## src/rtl/gft_pkg.sv

```systemverilog
package gft_pkg;

    typedef enum logic [1:0] {
        ST_IDLE,
        ST_WAIT,
        ST_LEAD,
        ST_SEND
    } tx_state_e;

    localparam int CHAR_BITS  = 11;
    localparam int QUIET_BITS = 11;

    // Character in transmit order from bit 0: start, data LSB first, parity, stop
    function automatic logic [CHAR_BITS-1:0] frame_char(input logic [7:0] d);
        return {1'b1, ^d, d, 1'b0};
    endfunction

endpackage

```

## src/rtl/gft_frame_buf.sv

```systemverilog
module gft_frame_buf #(
    parameter int DEPTH = 244,
    parameter int AW    = 8
) (
    input  logic          clk,
    input  logic          wr_en,
    input  logic [AW-1:0] wr_addr,
    input  logic [7:0]    wr_data,
    input  logic [AW-1:0] rd_addr,
    output logic [7:0]    rd_data
);
    logic [7:0] mem_q [DEPTH];

    always_ff @(posedge clk) begin
        if (wr_en && (wr_addr < AW'(DEPTH))) begin
            mem_q[wr_addr] <= wr_data;
        end
    end

    always_comb begin
        rd_data = (rd_addr < AW'(DEPTH)) ? mem_q[rd_addr] : 8'h00;
    end
endmodule

```

## src/rtl/gft_quiet_detect.sv

```systemverilog
module gft_quiet_detect #(
    parameter int CW = 16
) (
    input  logic          clk,
    input  logic          rst_n,
    input  logic          arm,
    input  logic          line_in,
    input  logic [CW-1:0] limit,
    output logic          hit
);
    logic [CW-1:0] cnt_d, cnt_q;

    always_comb begin
        cnt_d = cnt_q;
        if (!arm || !line_in) begin
            cnt_d = '0;
        end else if (cnt_q != limit) begin
            cnt_d = cnt_q + 1'b1;
        end
    end

    always_ff @(posedge clk or negedge rst_n) begin
        if (!rst_n) cnt_q <= '0;
        else        cnt_q <= cnt_d;
    end

    assign hit = arm && line_in && (cnt_q == limit - 1'b1);
endmodule

```

## src/rtl/gapless_frame_tx.sv

```systemverilog
module gapless_frame_tx
    import gft_pkg::*;
#(
    parameter int MAX_LEN = 244,
    parameter int DIV_W   = 12,
    parameter int LEN_W   = $clog2(MAX_LEN + 2)
) (
    input  logic             clk,
    input  logic             rst_n,
    input  logic             wr_en,
    input  logic [LEN_W-1:0] wr_addr,
    input  logic [7:0]       wr_data,
    input  logic [LEN_W-1:0] frame_len,
    input  logic [DIV_W-1:0] bit_div,
    input  logic             start,
    input  logic             line_in,
    output logic             tx_out,
    output logic             drv_en,
    output logic             busy,
    output logic             done,
    output logic             len_err
);
    localparam int QW = DIV_W + 4;
    localparam int BW = $clog2(CHAR_BITS);

    typedef struct packed {
        tx_state_e              state;
        logic [DIV_W-1:0]       div;
        logic [DIV_W-1:0]       cnt;
        logic [BW-1:0]          bidx;
        logic [LEN_W-1:0]       idx;
        logic [LEN_W-1:0]       len;
        logic [CHAR_BITS-1:0]   shreg;
        logic                   done;
        logic                   err;
    } regs_t;

    regs_t r_d, r_q;

    logic [LEN_W-1:0] rd_addr;
    logic [7:0]       rd_data;
    logic [QW-1:0]    quiet_limit;
    logic             quiet_hit;
    logic             bit_end;

    assign rd_addr     = (r_q.state == ST_LEAD) ? '0 : r_q.idx + 1'b1;
    assign quiet_limit = QW'(r_q.div) * QW'(QUIET_BITS);
    assign bit_end     = (r_q.cnt == r_q.div - 1'b1);

    gft_frame_buf #(.DEPTH(MAX_LEN), .AW(LEN_W)) u_buf (
        .clk     (clk),
        .wr_en   (wr_en),
        .wr_addr (wr_addr),
        .wr_data (wr_data),
        .rd_addr (rd_addr),
        .rd_data (rd_data)
    );

    gft_quiet_detect #(.CW(QW)) u_quiet (
        .clk     (clk),
        .rst_n   (rst_n),
        .arm     (r_q.state == ST_WAIT),
        .line_in (line_in),
        .limit   (quiet_limit),
        .hit     (quiet_hit)
    );

    always_comb begin
        r_d      = r_q;
        r_d.done = 1'b0;
        unique case (r_q.state)
            ST_IDLE: begin
                if (start) begin
                    if (frame_len == '0 || frame_len > LEN_W'(MAX_LEN)) begin
                        r_d.err = 1'b1;
                    end else begin
                        r_d.err   = 1'b0;
                        r_d.state = ST_WAIT;
                        r_d.len   = frame_len;
                        r_d.div   = (bit_div == '0) ? DIV_W'(1) : bit_div;
                        r_d.idx   = '0;
                        r_d.cnt   = '0;
                    end
                end
            end
            ST_WAIT: begin
                if (quiet_hit) begin
                    r_d.state = ST_LEAD;
                    r_d.cnt   = '0;
                end
            end
            ST_LEAD: begin
                if (bit_end) begin
                    r_d.state = ST_SEND;
                    r_d.cnt   = '0;
                    r_d.bidx  = '0;
                    r_d.idx   = '0;
                    r_d.shreg = frame_char(rd_data);
                end else begin
                    r_d.cnt = r_q.cnt + 1'b1;
                end
            end
            ST_SEND: begin
                if (bit_end) begin
                    r_d.cnt = '0;
                    if (r_q.bidx == BW'(CHAR_BITS - 1)) begin
                        if (r_q.idx == r_q.len - 1'b1) begin
                            r_d.state = ST_IDLE;
                            r_d.done  = 1'b1;
                        end else begin
                            r_d.idx   = r_q.idx + 1'b1;
                            r_d.bidx  = '0;
                            r_d.shreg = frame_char(rd_data);
                        end
                    end else begin
                        r_d.shreg = {1'b1, r_q.shreg[CHAR_BITS-1:1]};
                        r_d.bidx  = r_q.bidx + 1'b1;
                    end
                end else begin
                    r_d.cnt = r_q.cnt + 1'b1;
                end
            end
            default: r_d.state = ST_IDLE;
        endcase
    end

    always_ff @(posedge clk or negedge rst_n) begin
        if (!rst_n) begin
            r_q       <= '0;
            r_q.state <= ST_IDLE;
            r_q.div   <= DIV_W'(1);
            r_q.shreg <= '1;
        end else begin
            r_q <= r_d;
        end
    end

    assign tx_out  = (r_q.state == ST_SEND) ? r_q.shreg[0] : 1'b1;
    assign drv_en  = (r_q.state == ST_LEAD) || (r_q.state == ST_SEND);
    assign busy    = (r_q.state != ST_IDLE);
    assign done    = r_q.done;
    assign len_err = r_q.err;
endmodule

```

## config.mk

```make
export PLATFORM = sky130hd
export DESIGN_NAME = gapless_frame_tx
export DESIGN_NICKNAME = d
export VERILOG_FILES = /design/src/rtl/gft_pkg.sv /design/src/rtl/gft_frame_buf.sv /design/src/rtl/gft_quiet_detect.sv /design/src/rtl/gapless_frame_tx.sv
export SDC_FILE = /design/constraint.sdc
export NUM_CORES = 2
export LEC_CHECK = 0
export BUFFER_PORTS_ARGS = -buffer_cell sky130_fd_sc_hd__buf_2
export CORE_UTILIZATION = 50
export CTS_CLUSTER_DIAMETER = 150
export DETAILED_ROUTE_END_ITERATION = 16
export PLACE_DENSITY_LB_ADDON = 0.12
export SETUP_SLACK_MARGIN = 0.3
export SYNTH_ARGS = -nofsm -noshare
export SYNTH_HDL_FRONTEND = slang
export SYNTH_SLANG_ARGS = --single-unit
```

## constraint.sdc

```tcl
create_clock -name clk -period 6 [get_ports clk]
set_clock_uncertainty 0.05 [all_clocks]
set_input_delay 1.5 -clock clk [delete_from_list [all_inputs] [get_ports clk]]
set_output_delay 1.5 -clock clk [all_outputs]
set_load 0.02 [all_outputs]
```

# After elaboration in Yosys (flattened, before gate mapping)
# Memories as Yosys holds them, arrays and structs flattened.
# Index checks and enable logic that the tools add are counted.
op_classes:
  addsub: 7
  mul: 1
  magnitude_cmp: 3
  eq_ne: 17
  mux: 37
  n_bitwise: 1
  n_reduce_logical: 23
ops:
  columns: ["cell", "n"]
  rows:
  - ["$mux W12", 7]
  - ["$mux W16", 4]
  - ["$mux W26", 2]
  - ["$pmux W12 S3", 1]
  - ["$mux W11", 3]
  - ["$mux W8", 3]
  - ["$pmux W8 S3", 1]
  - ["$pmux W11 S2", 1]
  - ["$add A16 B1 Y16 const B", 1]
  - ["$eq A16 B16 Y1", 1]
  - ["$lt A8 B8 Y1 const B", 2]
  - ["$mul A12 B4 Y16 const B", 1]
  - ["$ne A16 B16 Y1", 1]
  - ["$ne A2 B2 Y1 const B", 8]
  - ["$sub A16 B1 Y16 const B", 1]
  - ["$reduce_and A7 Y1", 2]
  - ["$add A12 B1 Y12 const B", 1]
  - ["$eq A12 B12 Y1", 1]
  - ["$logic_not A12 Y1", 1]
  - ["$sub A12 B1 Y12 const B", 1]
  - ["$mux W2", 5]
  - ["$add A8 B1 Y8 const B", 1]
  - ["$eq A8 B8 Y1", 1]
  - ["$gt A8 B8 Y1 const B", 1]
  - ["other kinds (23)", 38]
word_totals:
  register_bits: 75
  ramBits: 1952
  inputBits: 41
  out_inout_bits: 5
  wordCells: 100
  mem_count: 1
mem_list:
  columns: ["memory", "words", "word_bits", "rd", "rd_clocked_by_memory_dff", "wr", "line_no", "text"]
  rows:
  - ["u_buf.mem_q", 244, 8, 1, 0, 1, "gft_frame_buf.sv:12", "logic [7:0] mem_q [DEPTH];"]

# Longest topological paths before layout
logic_depth:
  ltp_word: 9
  mapped_depth: 20
  ltp_nobuf: 18

# Cells and area by module
# From an unflattened synthesis, not the netlist that was laid out.
hier_totals:
  hier_cells: 4336
  area_unflattened_um2: 82277.7
modules_own_cells:
  columns: ["module", "instances", "cells_per_inst", "area_per_inst_um2", "seq_area_each_um2"]
  rows:
  - ["gft_frame_buf", 1, 3644, 75900.3, 58616.2]
  - ["gapless_frame_tx", 1, 511, 4911.0, 1491.4]
  - ["gft_quiet_detect", 1, 181, 1466.4, 400.4]

# Worst setup path after synthesis
# Ideal clock, no wire load.
synth_path:
  path_kind: "reg-to-reg"
  from: "register r_q[45] in the netlist's numbering"
  to: "register r_q[44] in the netlist's numbering"
  setup_time_ps: 81
  arrival_ps: 4791
  required_time_ps: 5869
  slack_ps: 1078
  stages_incl_launch_ff: 17
  n_path_buf: 0
  synth_period_minus_slack_ps: 4922
  path_cell_list: "dfstp_2 ha_1 fa_1 ha_1 nor2b_1 o21a_1 or3_1 and2_4 or4b_4 or2_1 or4_1 xor2_1 o21ai_2 a2111oi_4 o22ai_4 or4_4 o211ai_2"
synth_via:
  elab_chain_cells: 6
  word_cells_on_any_way: 10
  cone_classes: "add/sub (2); mul (1); eq/ne (3); mux (2); reduce/logical (2)"
synth_rtl:
  columns: ["item", "line_no", "text"]
  rows:
  - ["start, declared", "gapless_frame_tx.sv:38", "regs_t r_d, r_q;"]
  - ["start signal, assigned", "gapless_frame_tx.sv:134", "r_q <= r_d;"]
  - ["$mul A12 B4 Y16", "gapless_frame_tx.sv:47", "assign quiet_limit = QW'(r_q.div) * QW'(QUIET_BITS);"]
  - ["$sub A16 B1 Y16", "gft_quiet_detect.sv:27", "assign hit = arm && line_in && (cnt_q == limit - 1'b1);"]
  - ["$eq A16 B16 Y1", "gft_quiet_detect.sv:27", null]
  - ["$logic_and A1 B1 Y1", "gft_quiet_detect.sv:27", null]
  - ["$ne A2 B2 Y1 (no line)", null, null]
  - ["$reduce_and A3 Y1 (no line)", null, null]
# Parallel ways exist; a longest one is shown, timed or not.
# A chain may end at the register's enable or synchronous reset.

# Worst setup path after layout
layout_path:
  from: "register r_q[57] in the netlist's numbering"
  to: "register r_q[11] in the netlist's numbering"
layout_via:
  elab_chain_cells: 9
  word_cells_on_any_way: 17
  cone_classes: "order compare (1); eq/ne (5); mux (7); reduce/logical (3); memory (1)"
layout_rtl:
  columns: ["item", "line_no", "text"]
  rows:
  - ["$eq A2 B2 Y1", "gapless_frame_tx.sv:46, gapless_frame_tx.sv:71", null]
  - ["$mux W8", "gapless_frame_tx.sv:46", "assign rd_addr = (r_q.state == ST_LEAD) ? '0 : r_q.idx + 1'b1;"]
  - ["$mem_v2 Z244 W8 / $lt A8 B8 Y1 (equally long branches)", null, null]
  - ["$mux W8", "gft_frame_buf.sv:21", "rd_data = (rd_addr < AW'(DEPTH)) ? mem_q[rd_addr] : 8'h00;"]
  - ["$reduce_xor A8 Y1", "gft_pkg.sv:15", "return {1'b1, ^d, d, 1'b0};"]
  - ["$mux W11", "gapless_frame_tx.sv:107", "if (r_q.idx == r_q.len - 1'b1) begin"]
  - ["$mux W11", "gapless_frame_tx.sv:106", "if (r_q.bidx == BW'(CHAR_BITS - 1)) begin"]
  - ["$mux W12", "gapless_frame_tx.sv:104", "if (bit_end) begin"]
  - ["$pmux W11 S2", "gapless_frame_tx.sv:71", "unique case (r_q.state)"]
# Parallel ways exist; a longest one is shown, timed or not. The select of a mux whose other input is x is not followed.

==> metrics.cfg <==
[clock_tree]
cts_hold_buffers = 0
htree_levels = 4
numCtsBuffers = 205
cts_max_path_buffers = 3
cts_tree = built
clkSinkCount = 2027
cts-resized-gates = 0
clk_pin_slew_ns = 0.06
cts_setup_buffers = 0
root_buffer = clkbuf_16
insertion_delay_ns = 0.86

[logic_synthesis]
async_reset_ff_share_pct = 3.70
synth_edf_count = 1952
syn_area_per_cell_um2 = 14.3
yosysUniqueCellTypes = 92
syn_area_um2 = 84000
synth_top_flop_cell = edfxtp_1
synthCells = 5872
synthesis.nets = 5962
synth.yosys.seq_area_share_pct = 72.0
yosysWarnings = 0
synth-seq-cells = 2027

[run]
maxCapViolCount = 0

[route]
drcViolationCount = 0
viasPerCell = 6.49
ant_nets = 0
vias = 54100
firstDrtPassIters = 6
drtIter0Drc = 7780
drt_wl_total_mm = 266
wl_per_cell_um = 31.9

[sta]
tightest_slew_ns = 1.46
post-route-min-period_ns = 5.58
finalHoldViolations = 0
fmax_mhz = 179
setup_viol = 0
fin_crit_sh_pct = 93.0
slew_headroom_pct = 2.42
slew_viol_final = 0
fin_ws_ns = 0.421
rsz0062_at_grt = no
setup-tns-final_ns = 0

[floorplanning]
initial_core_util_pct = 50.3
io_pins = 46
fp.coreArea_um2 = 167000
dieArea_um2 = 170000
rows = 150
die_h_um = 412
dieWidth_um = 412

[worst_setup_path]
cp_max_fo = 39
endpoint_kind = register
crit_slowest_cell = o21ai_0
cp_cell_sequence = inv_1, ha_4, inv_1, nand2_8, buf_12, nand3_1, nand3_1, a21oi_1, o21ai_0, a21oi_1, a211oi_1, xnor2_1, xnor2_1, xnor2_1, o21ai_1
cp.required_ns = 6.72
cp_common_cell = xnor2_1
critPathKind = reg -> reg
arrival_ns = 6.30
start_kind = register
max_stage_delay_ns = 1.03

[grt]
grt_first_pass_wirelength_mm = 378
grt_overflow_total = 0
track_usage_pct = 31.1
grt_pass1_vias = 50800
grt_max_degree = 171
antenna_found_initial = 10

[pwr]
powerDensity_nw_per_um2 = 435
peakVddDrop_mv = 0.372
p_leak_nw = 30.6

[layout]
final_cells = 8343
layout_commonest_cell = edfxtp_1
final_cell_mix = 1952 x edfxtp_1, 918 x nand2_1, 347 x nor2_1, 272 x nand3_1, 211 x buf_4
finalNetCount = 6054
drive_above_1_share_pct = 12.2
area_growth_pct = 12.2

[status]
outcome = finished, final reports clean

[worst_hold_path]
hold_path.class = reg -> reg

[place]
place_ws_ns = 0.750
io_buffers = 45
hpwl_mm = 164
gp_congestion = 0.941
post-place-cells = 7961

synth_stat cells, drive strengths merged, types with 9 or more instances:
| library cell | count | area (um^2) |
|---|---|---|
| a2111oi | 11 | 123 |
| a211oi | 134 | 1010 |
| a21o | 14 | 105 |
| a21oi | 128 | 641 |
| a221o | 11 | 110 |
| a221oi | 111 | 972 |
| a22o | 12 | 105 |
| a22oi | 46 | 345 |
| a311oi | 151 | 1320 |
| a31oi | 87 | 544 |
| and2 | 95 | 597 |
| and3 | 65 | 407 |
| buf | 234 | 1140 |
| clkbuf | 181 | 679 |
| dfrtp | 63 | 1580 |
| dfstp | 12 | 315 |
| edfxtp | 1952 | 58600 |
| fa | 9 | 180 |
| ha | 40 | 500 |
| inv | 31 | 116 |
| mux2 | 39 | 439 |
| mux2i | 139 | 1390 |
| mux4 | 92 | 2070 |
| nand2 | 919 | 3450 |
| nand2b | 17 | 106 |
| nand3 | 277 | 1390 |
| nand4 | 26 | 163 |
| nor2 | 351 | 1330 |
| nor2b | 37 | 231 |
| nor3 | 93 | 465 |
| nor3b | 14 | 105 |
| nor4 | 23 | 150 |
| o2111ai | 11 | 96.3 |
| o211ai | 22 | 170 |
| o21ai | 165 | 833 |
| o221ai | 22 | 193 |
| o22ai | 28 | 189 |
| o311ai | 17 | 149 |
| o31ai | 12 | 90.1 |
| or3 | 19 | 119 |
| xnor2 | 49 | 452 |
| xor2 | 29 | 262 |
path summary, 6_finish.rpt:
kind                            to  startpoint  cells past startpoint  slack, ns
hold / removal              r_q[2]      r_q[2]                      2       0.41
hold reg to reg             r_q[2]      r_q[2]                      2       0.41
setup reg to reg           r_q[11]     r_q[57]                     15       0.42
min in group asynchronous  r_q[18]       rst_n                      1       0.81
setup / recovery           r_q[11]     r_q[57]                     15       0.42
max in group asynchronous  r_q[21]       rst_n                      1       4.34
per-stage QoR:
stage | hold WS [ns] | instance area, um^2 | power [mW] | utilization [%]
floorplan | 0.381 | 84000 | 24.3 | -
global placement | 0.392 | 87900 | 28.7 | 52.6
detailed placement | 0.402 | 87900 | 28.8 | 52.6
CTS | 0.410 | 94300 | 40.9 | 56.4
global route | 0.453 | 94300 | 42.4 | 56.4
finish | 0.407 | 94300 | 41.0 | 56.4
routing by layer:
layer,routed length [um],vias to the layer above,GRT usage [%]
met1,109000,27600,45.4
met2,118000,3012,45.7
li1,-,22900,-
met5,296,-,0.820
met3,28900,540,7.38
met4,10000,16,11.0
critical path, delay by kind of cell (launching register included):
family	cells	cell delay, ns
buf+inv	3	0.75
compound gates	5	2.55
xor+xnor	3	0.61
simple gates	3	0.67
flops	1	0.41
fa+ha+maj	1	0.40
final cells by class:
type	instances	area, um^2
diodes	3	7.51
clock inverters	107	856
flip-flops and latches	2027	60500
repair buffers	300	2780
inverters	32	128
multi-input cells	3398	21800
fillers	13300	72800
well taps	2204	2760
clock buffers	272	5480
flip-flops by register name, indices dropped and copies added (netlist names):
name / count
done: 1
len_err: 1
u_buf.mem_q: 1952
r_q: 57
u_quiet.cnt_q: 16
cells by family (layout without fill, tap and decap cells):
kind of cell	Yosys count	after routing	synth area share (%)
compound gates	1036	1036	8.91
xor+xnor	80	80	0.903
fa+ha+maj	49	49	0.810
buf+inv	447	711	2.31
flops	2027	2027	72.0
mux	270	270	4.65
other cells	0	3	0
simple gates	1963	1963	10.4
report_power, final:
| group | switching [mW] | internal, mW | leakage, nW | total (mW) |
|---|---|---|---|---|
| clock network | 5.44 | 6.83 | 3.08 | 12.3 |
| logic | 8.56 | 4.27 | 9.01 | 12.8 |
| registers | 0.211 | 15.7 | 18.5 | 15.9 |
(Power assumes the default switching activity.)
